<file path="config.mk">
export PLATFORM = sky130hd
export DESIGN_NAME = ddr2_act_timing_mon
export DESIGN_NICKNAME = d
export VERILOG_FILES = /design/src/rtl/ddr2_mon_pkg.sv /design/src/rtl/ddr2_cmd_decode.sv /design/src/rtl/ddr2_bank_timer.sv /design/src/rtl/ddr2_rrd_timer.sv /design/src/rtl/ddr2_act_timing_mon.sv
export SDC_FILE = /design/constraint.sdc
export NUM_CORES = 1
export LEC_CHECK = 0
export ABC_AREA = 1
export BUFFER_PORTS_ARGS = -buffer_cell sky130_fd_sc_hd__clkbuf_2
export CORE_ASPECT_RATIO = 2
export CORE_MARGIN = 2
export CORE_UTILIZATION = 50
export DETAILED_ROUTE_END_ITERATION = 10
export MAX_ROUTING_LAYER = met4
export PLACE_DENSITY = 0.77
export SLEW_MARGIN = 20
export SYNTH_ARGS = -nofsm -noshare
export SYNTH_HDL_FRONTEND = slang
export SYNTH_SLANG_ARGS = --single-unit
</file>
<file path="constraint.sdc">
create_clock -name clk -period 2.3 [get_ports clk]
set_input_delay 0.69 -clock clk [delete_from_list [all_inputs] [get_ports clk]]
set_output_delay 0.69 -clock clk [all_outputs]
set_load 0.02 [all_outputs]
</file>
<file path="src/rtl/ddr2_mon_pkg.sv">
package ddr2_mon_pkg;

   typedef enum logic [2:0] {
      CMD_NOP,
      CMD_ACT,
      CMD_RD,
      CMD_WR,
      CMD_PRE,
      CMD_OTHER
   } ddr2_cmd_e;

   // per-bank rule hits for one sampled command
   typedef struct packed {
      logic act_open;
      logic closed;
      logic rc;
      logic rp;
      logic ras;
      logic rcd;
   } bank_viol_t;

   localparam int AL_MAX = 4;

   function automatic logic is_rw(input ddr2_cmd_e c);
      return (c == CMD_RD) || (c == CMD_WR);
   endfunction

endpackage

</file>
<file path="src/rtl/ddr2_cmd_decode.sv">
module ddr2_cmd_decode
   import ddr2_mon_pkg::*;
#(
   parameter int BA_W      = 3,
   parameter int NUM_BANKS = 1 << BA_W
) (
   input  logic                 cs_n,
   input  logic                 ras_n,
   input  logic                 cas_n,
   input  logic                 we_n,
   input  logic [BA_W-1:0]      ba,
   output ddr2_cmd_e            cmd,
   output logic [NUM_BANKS-1:0] bank_sel
);

   always_comb begin
      if (cs_n) begin
         cmd = CMD_NOP;
      end else begin
         unique case ({ras_n, cas_n, we_n})
            3'b011:  cmd = CMD_ACT;
            3'b101:  cmd = CMD_RD;
            3'b100:  cmd = CMD_WR;
            3'b010:  cmd = CMD_PRE;
            3'b111:  cmd = CMD_NOP;
            default: cmd = CMD_OTHER;
         endcase
      end
   end

   for (genvar b = 0; b < NUM_BANKS; b++) begin : g_sel
      assign bank_sel[b] = (ba == BA_W'(b));
   end

endmodule

</file>
<file path="src/rtl/ddr2_bank_timer.sv">
module ddr2_bank_timer
   import ddr2_mon_pkg::*;
#(
   parameter int T_RCD = 3,
   parameter int T_RAS = 6,
   parameter int T_RP  = 3,
   parameter int CNT_W = 5,
   parameter int ROW_W = 14,
   parameter int AL_W  = 3,
   localparam int T_RC = T_RAS + T_RP
) (
   input  logic             clk,
   input  logic             rst_n,
   input  logic             hit,
   input  ddr2_cmd_e        cmd,
   input  logic [AL_W-1:0]  add_lat,
   input  logic [ROW_W-1:0] row_in,
   output logic             is_open,
   output bank_viol_t       viol,
   output logic [ROW_W-1:0] row_q
);

   localparam logic [CNT_W-1:0] CNT_SAT = '1;
   localparam logic [CNT_W-1:0] LIM_RC  = CNT_W'(T_RC);
   localparam logic [CNT_W-1:0] LIM_RP  = CNT_W'(T_RP);
   localparam logic [CNT_W-1:0] LIM_RAS = CNT_W'(T_RAS);
   localparam logic [CNT_W:0]   LIM_RCD = (CNT_W+1)'(T_RCD);

   logic             open_q;
   logic [CNT_W-1:0] age_act;
   logic [CNT_W-1:0] age_pre;
   logic [CNT_W:0]   rcd_eff;
   logic             do_act;
   logic             do_rw;
   logic             do_pre;
   logic             closing;

   assign do_act  = hit && (cmd == CMD_ACT);
   assign do_rw   = hit && is_rw(cmd);
   assign do_pre  = hit && (cmd == CMD_PRE);
   assign closing = do_pre && open_q;
   assign rcd_eff = {1'b0, age_act} + (CNT_W+1)'(add_lat);

   always_comb begin
      viol          = '0;
      viol.act_open = do_act && open_q;
      viol.rc       = do_act && (age_act < LIM_RC);
      viol.rp       = do_act && (age_pre < LIM_RP);
      viol.closed   = do_rw && !open_q;
      viol.rcd      = do_rw && open_q && (rcd_eff < LIM_RCD);
      viol.ras      = closing && (age_act < LIM_RAS);
   end

   always_ff @(posedge clk) begin
      if (!rst_n) begin
         open_q  <= 1'b0;
         age_act <= CNT_SAT;
         age_pre <= CNT_SAT;
         row_q   <= '0;
      end else begin
         if (do_act)                 age_act <= CNT_W'(1);
         else if (age_act != CNT_SAT) age_act <= age_act + 1'b1;

         if (closing)                age_pre <= CNT_W'(1);
         else if (age_pre != CNT_SAT) age_pre <= age_pre + 1'b1;

         if (do_act)       open_q <= 1'b1;
         else if (closing) open_q <= 1'b0;

         if (do_act) row_q <= row_in;
      end
   end

   assign is_open = open_q;

endmodule

</file>
<file path="src/rtl/ddr2_rrd_timer.sv">
module ddr2_rrd_timer
   import ddr2_mon_pkg::*;
#(
   parameter int T_RRD = 2,
   parameter int BA_W  = 3,
   parameter int CNT_W = 5
) (
   input  logic            clk,
   input  logic            rst_n,
   input  ddr2_cmd_e       cmd,
   input  logic [BA_W-1:0] ba,
   output logic            viol_rrd
);

   localparam logic [CNT_W-1:0] CNT_SAT = '1;
   localparam logic [CNT_W-1:0] LIM_RRD = CNT_W'(T_RRD);

   logic [CNT_W-1:0] age_q;
   logic [BA_W-1:0]  last_ba_q;
   logic             is_act;

   assign is_act   = (cmd == CMD_ACT);
   assign viol_rrd = is_act && (ba != last_ba_q) && (age_q < LIM_RRD);

   always_ff @(posedge clk) begin
      if (!rst_n) begin
         age_q     <= CNT_SAT;
         last_ba_q <= '0;
      end else if (is_act) begin
         age_q     <= CNT_W'(1);
         last_ba_q <= ba;
      end else if (age_q != CNT_SAT) begin
         age_q <= age_q + 1'b1;
      end
   end

endmodule

</file>
<file path="src/rtl/ddr2_act_timing_mon.sv">
module ddr2_act_timing_mon
   import ddr2_mon_pkg::*;
#(
   parameter int BA_W  = 3,
   parameter int ROW_W = 14,
   parameter int AL_W  = 3,
   parameter int T_RCD = 3,
   parameter int T_RAS = 6,
   parameter int T_RP  = 3,
   parameter int T_RRD = 2
) (
   input  logic                 clk,
   input  logic                 rst_n,
   input  logic                 cs_n,
   input  logic                 ras_n,
   input  logic                 cas_n,
   input  logic                 we_n,
   input  logic [BA_W-1:0]      ba,
   input  logic [ROW_W-1:0]     row_addr,
   input  logic [AL_W-1:0]      add_lat,
   output logic                 err_rcd,
   output logic                 err_ras,
   output logic                 err_rp,
   output logic                 err_rc,
   output logic                 err_rrd,
   output logic                 err_rw_closed,
   output logic                 err_act_open,
   output logic                 err_al_cfg,
   output logic [(1<<BA_W)-1:0] bank_open,
   output logic [ROW_W-1:0]     rw_row
);

   localparam int NUM_BANKS = 1 << BA_W;
   localparam int T_RC      = T_RAS + T_RP;
   localparam int CNT_W     = $clog2(T_RC + T_RCD + 1) + 1;

   // elaboration-time parameter checks
   if (BA_W < 1 || BA_W > 4) begin : g_bad_ba
      $error("BA_W out of range");
   end
   if (T_RCD < 1 || T_RAS < 1 || T_RP < 1 || T_RRD < 1) begin : g_bad_t
      $error("timing parameters must be at least one clock");
   end
   if (AL_W < 3 || AL_W >= CNT_W) begin : g_bad_al
      $error("AL_W must hold 4 and fit below the counter width");
   end
   if (ROW_W < 1) begin : g_bad_row
      $error("ROW_W must be positive");
   end

   ddr2_cmd_e              cmd;
   logic [NUM_BANKS-1:0]   bank_sel;
   logic [NUM_BANKS-1:0]   open_vec;
   bank_viol_t             bviol [NUM_BANKS];
   logic [ROW_W-1:0]       brow  [NUM_BANKS];
   logic [NUM_BANKS-1:0]   v_rcd, v_ras, v_rp, v_rc, v_closed, v_open;
   logic                   v_rrd;

   ddr2_cmd_decode #(
      .BA_W      (BA_W),
      .NUM_BANKS (NUM_BANKS)
   ) u_dec (
      .cs_n     (cs_n),
      .ras_n    (ras_n),
      .cas_n    (cas_n),
      .we_n     (we_n),
      .ba       (ba),
      .cmd      (cmd),
      .bank_sel (bank_sel)
   );

   for (genvar b = 0; b < NUM_BANKS; b++) begin : g_bank
      ddr2_bank_timer #(
         .T_RCD (T_RCD),
         .T_RAS (T_RAS),
         .T_RP  (T_RP),
         .CNT_W (CNT_W),
         .ROW_W (ROW_W),
         .AL_W  (AL_W)
      ) u_bank (
         .clk     (clk),
         .rst_n   (rst_n),
         .hit     (bank_sel[b]),
         .cmd     (cmd),
         .add_lat (add_lat),
         .row_in  (row_addr),
         .is_open (open_vec[b]),
         .viol    (bviol[b]),
         .row_q   (brow[b])
      );
      assign v_rcd[b]    = bviol[b].rcd;
      assign v_ras[b]    = bviol[b].ras;
      assign v_rp[b]     = bviol[b].rp;
      assign v_rc[b]     = bviol[b].rc;
      assign v_closed[b] = bviol[b].closed;
      assign v_open[b]   = bviol[b].act_open;
   end

   ddr2_rrd_timer #(
      .T_RRD (T_RRD),
      .BA_W  (BA_W),
      .CNT_W (CNT_W)
   ) u_rrd (
      .clk      (clk),
      .rst_n    (rst_n),
      .cmd      (cmd),
      .ba       (ba),
      .viol_rrd (v_rrd)
   );

   logic rw_hit;
   assign rw_hit = is_rw(cmd) && open_vec[ba];

   always_ff @(posedge clk) begin
      if (!rst_n) begin
         err_rcd       <= 1'b0;
         err_ras       <= 1'b0;
         err_rp        <= 1'b0;
         err_rc        <= 1'b0;
         err_rrd       <= 1'b0;
         err_rw_closed <= 1'b0;
         err_act_open  <= 1'b0;
         err_al_cfg    <= 1'b0;
         rw_row        <= '0;
      end else begin
         err_rcd       <= |v_rcd;
         err_ras       <= |v_ras;
         err_rp        <= |v_rp;
         err_rc        <= |v_rc;
         err_rrd       <= v_rrd;
         err_rw_closed <= |v_closed;
         err_act_open  <= |v_open;
         err_al_cfg    <= (add_lat > AL_W'(AL_MAX));
         if (rw_hit) rw_row <= brow[ba];
      end
   end

   assign bank_open = open_vec;

endmodule

</file>
==> summary.txt <==
footprint of the multi-input gates: 6210 um^2
die footprint: 24800 um^2
PostCTS Resize Cnt: 0
Register Area: 4600 um^2
DPL Wire Length: 22.8 mm
CP cell instances: clkbuf_2
hold_ws: 0.463 ns
Synth cell types: 31
dpl cell area: 12400 um^2
largest net degree at the start of global routing: 75
NumNets Final: 1833
peak supply drop: 0.837 mV
first-pass GRT wire length: 51.9 mm
Via density: 5.40
antenna violations before repair: 0
clk buf depth: 3
FF+latch count, synth: 230
crit path buf inv count: 1
worst hold path class: register to register
H-Tree Depth: 1
non-filler cells, final: 2037
Period minus WS final: 1.99 ns
Buffers on Ports: 55
GRT met1 Usage: 27.3%
n_diodes: 0
Rel. slew slack: 73.6%
Synth Area in Compound Gates: 7.79%
busiest grt layer: met2
crit path max fanout: 7
fillers: 2190
Pre-antenna DRT Iters: 5
synthesized instance count: 1715
CTS clk-pin slew, worst paths: 0.07 ns
Remaining Overflow, GRT: 0
CTS tree: built
Initial Util: 50.6%
Finished Cell Area: 13000 um^2
layout cell share with drive strength beyond 1: 8.61%
Routed WL: 31.7 mm
worst skew pair latency: 0.52 ns
XOR/XNOR share of the synthesized area: 3.20%
Die W: 112 um
RSZ-0062 raised after global routing: false
Worst-Margin Slew: 0.395 ns
sequential fraction of the synthesis area: 39.2%
Final Setup Violations: 0
CP top delay family: flip-flops
Synth Area in Adders: 7.54%
YS warnings: 0
mux cell area share after synthesis: 0%
DRC viols: 0
Crit-path slowest cell: dfxtp_1
GRT met3 Usage: 2.47%
CTS hold repair buffers: 0
vias in the first global route: 10900
Max Clk Rate: 504 MHz
Worst EP required: 1.61 ns
pre-CTS WS: -0.0687 ns
hold path cells: 2
Mapped Area: 11800 um^2
Max Slew Vio Count: 0
global-route usage over all layers: 26.0%
drt wl/cell: 15.6 um
Post-Synth Simple-Gate Area: 34.3%
Ports: 56
clk sink count: 230
Setup crit end kind: output pin
clk_skew: 0.0196 ns
CP peak stage delay: 0.51 ns
worst r2r path cells: 11
number of setup buffers added after CTS: 0
crit path DAT: 1.30 ns
outcome: completed
synth-to-layout area growth: 10.9%
GPL Wtd Cong: 0.976
leak pwr: 6.32 nW
WP depth: 1
Vias: 11000
die height: 221 um
initial drt markers: 661
largest family of logic cells by synthesized area: simple AND/OR/NAND/NOR gates
Post-Syn Nets: 1807
CP Class: register to output pin
Syn Area/Cell: 6.85 um^2
antenna-violating nets left: 0
Final Cycle Share: 86.3%
Core Area: 23200 um^2
site row count: 79
final setup margin: 0.314 ns
CTS root buf: clkbuf_16
Hold Fails Final Rpt: 0
placed cells: 2001
crit path launch type: register
CTS Buf Count: 21
pwr dens: 1020 nW/um^2
number of max-cap violations: 0
M2 GR Usage: 47.2%
==> registers in the layout, summed over array words and instances (netlist names), 3 cells and up <==
register and cells:
g_bank.u_bank.is_open 8, g_bank.u_bank.row_q 112, rw_row 14, u_rrd.age_q 5, u_rrd.last_ba_q 3, g_bank.u_bank.age_act 40
g_bank.u_bank.age_pre 40
==> report_power, final <==
| part | switching [mW] | leakage, nW | internal, mW | total [mW] |
|---|---|---|---|---|
| Combinational | 2.52 | 4.11 | 1.94 | 4.46 |
| Clock | 1.54 | 0.329 | 1.98 | 3.52 |
| Sequential | 0.708 | 1.88 | 4.63 | 5.34 |
| Total | 4.77 | 6.32 | 8.55 | 13.3 |
==> logic make-up (layout without fill, tap and decap cells) <==
group                      after synthesis  count (layout)
and+or+nand+nor                        970             970
DFF                                    230             230
buffers and inverters                  226             265
AOI/OAI and AO/OA                      180             180
adders and majority gates               66              66
xor gates and xnor gates                43              43
==> layout by cell type (no fill, tap or decap), drive strengths merged, types with 8 or more instances in the layout <==
| cell | netlist | layout |
|---|---|---|
| nand2 | 429 | 429 |
| nand3 | 121 | 121 |
| nor3 | 14 | 14 |
| ha | 58 | 58 |
| o21ai | 135 | 135 |
| a21oi | 41 | 41 |
| inv | 133 | 134 |
| clkbuf | 47 | 83 |
| buf | 44 | 40 |
| nor2 | 338 | 338 |
| dfxtp | 230 | 230 |
| xor2 | 40 | 40 |
| fa | 8 | 8 |
| nand4 | 54 | 54 |
==> metrics by stage <==
stage | setup TNS [ns] | power, mW | utilization [%]
3_3_place_gp | -0.0700 | 9.59 | 53.2
3_5_place_dp | -0.0687 | 9.84 | 53.2
4_1_cts | 0 | 13.4 | 56.1
6_report | 0 | 13.3 | 56.1
2_1_floorplan | 0 | 8.83 | -
5_1_grt | 0 | 14.4 | 56.1
==> routing by layer <==
metal	wire length (um)	up-vias
met2	16700	333
met1	11800	5054
met3	1520	112
met4	1730	0
met5	0	-
li1	-	5508
==> cell usage after synthesis, drive strengths merged <==
cell,n,area (um^2)
and3,5,31.3
buf,44,258
clkbuf,47,180
clkinv,2,7.51
nor3,14,70.1
nand3,121,618
o21ai,135,676
a311oi,1,8.76
fa,8,160
xnor2,3,26.3
inv,133,499
ha,58,726
nand3b,2,15.0
xor2,40,350
dfxtp,230,4600
nand4,54,338
nor2,338,1300
a21oi,41,205
nand2,429,1620
a31o,3,26.3
or2,7,43.8
==> final cells by class <==
class	count	share of cell area, %
tap	283	2.72
sequential	230	35.3
timing repair buffer	94	5.34
clock inverter	7	0.682
inverter	135	3.89
clock buffer	29	4.42
multi-input combinational	1259	47.6
==> final timing paths <==
check | from | end | slack [ns]
worst max-delay path | g_bank[3].u_bank.is_open$_SDFFE_PN0P_ | bank_open[3] | 0.31
worst max register to register | g_bank[2].u_bank.age_act[0]$_SDFFE_PP1N_ | err_rcd$_SDFF_PN0_ | 0.39
worst min register to register | g_bank[7].u_bank.row_q[13]$_SDFFE_PN0P_ | g_bank[7].u_bank.row_q[13]$_SDFFE_PN0P_ | 0.46
worst min-delay path | g_bank[7].u_bank.row_q[13]$_SDFFE_PN0P_ | g_bank[7].u_bank.row_q[13]$_SDFFE_PN0P_ | 0.46
Note: power is estimated with default switching activity, not from simulation.
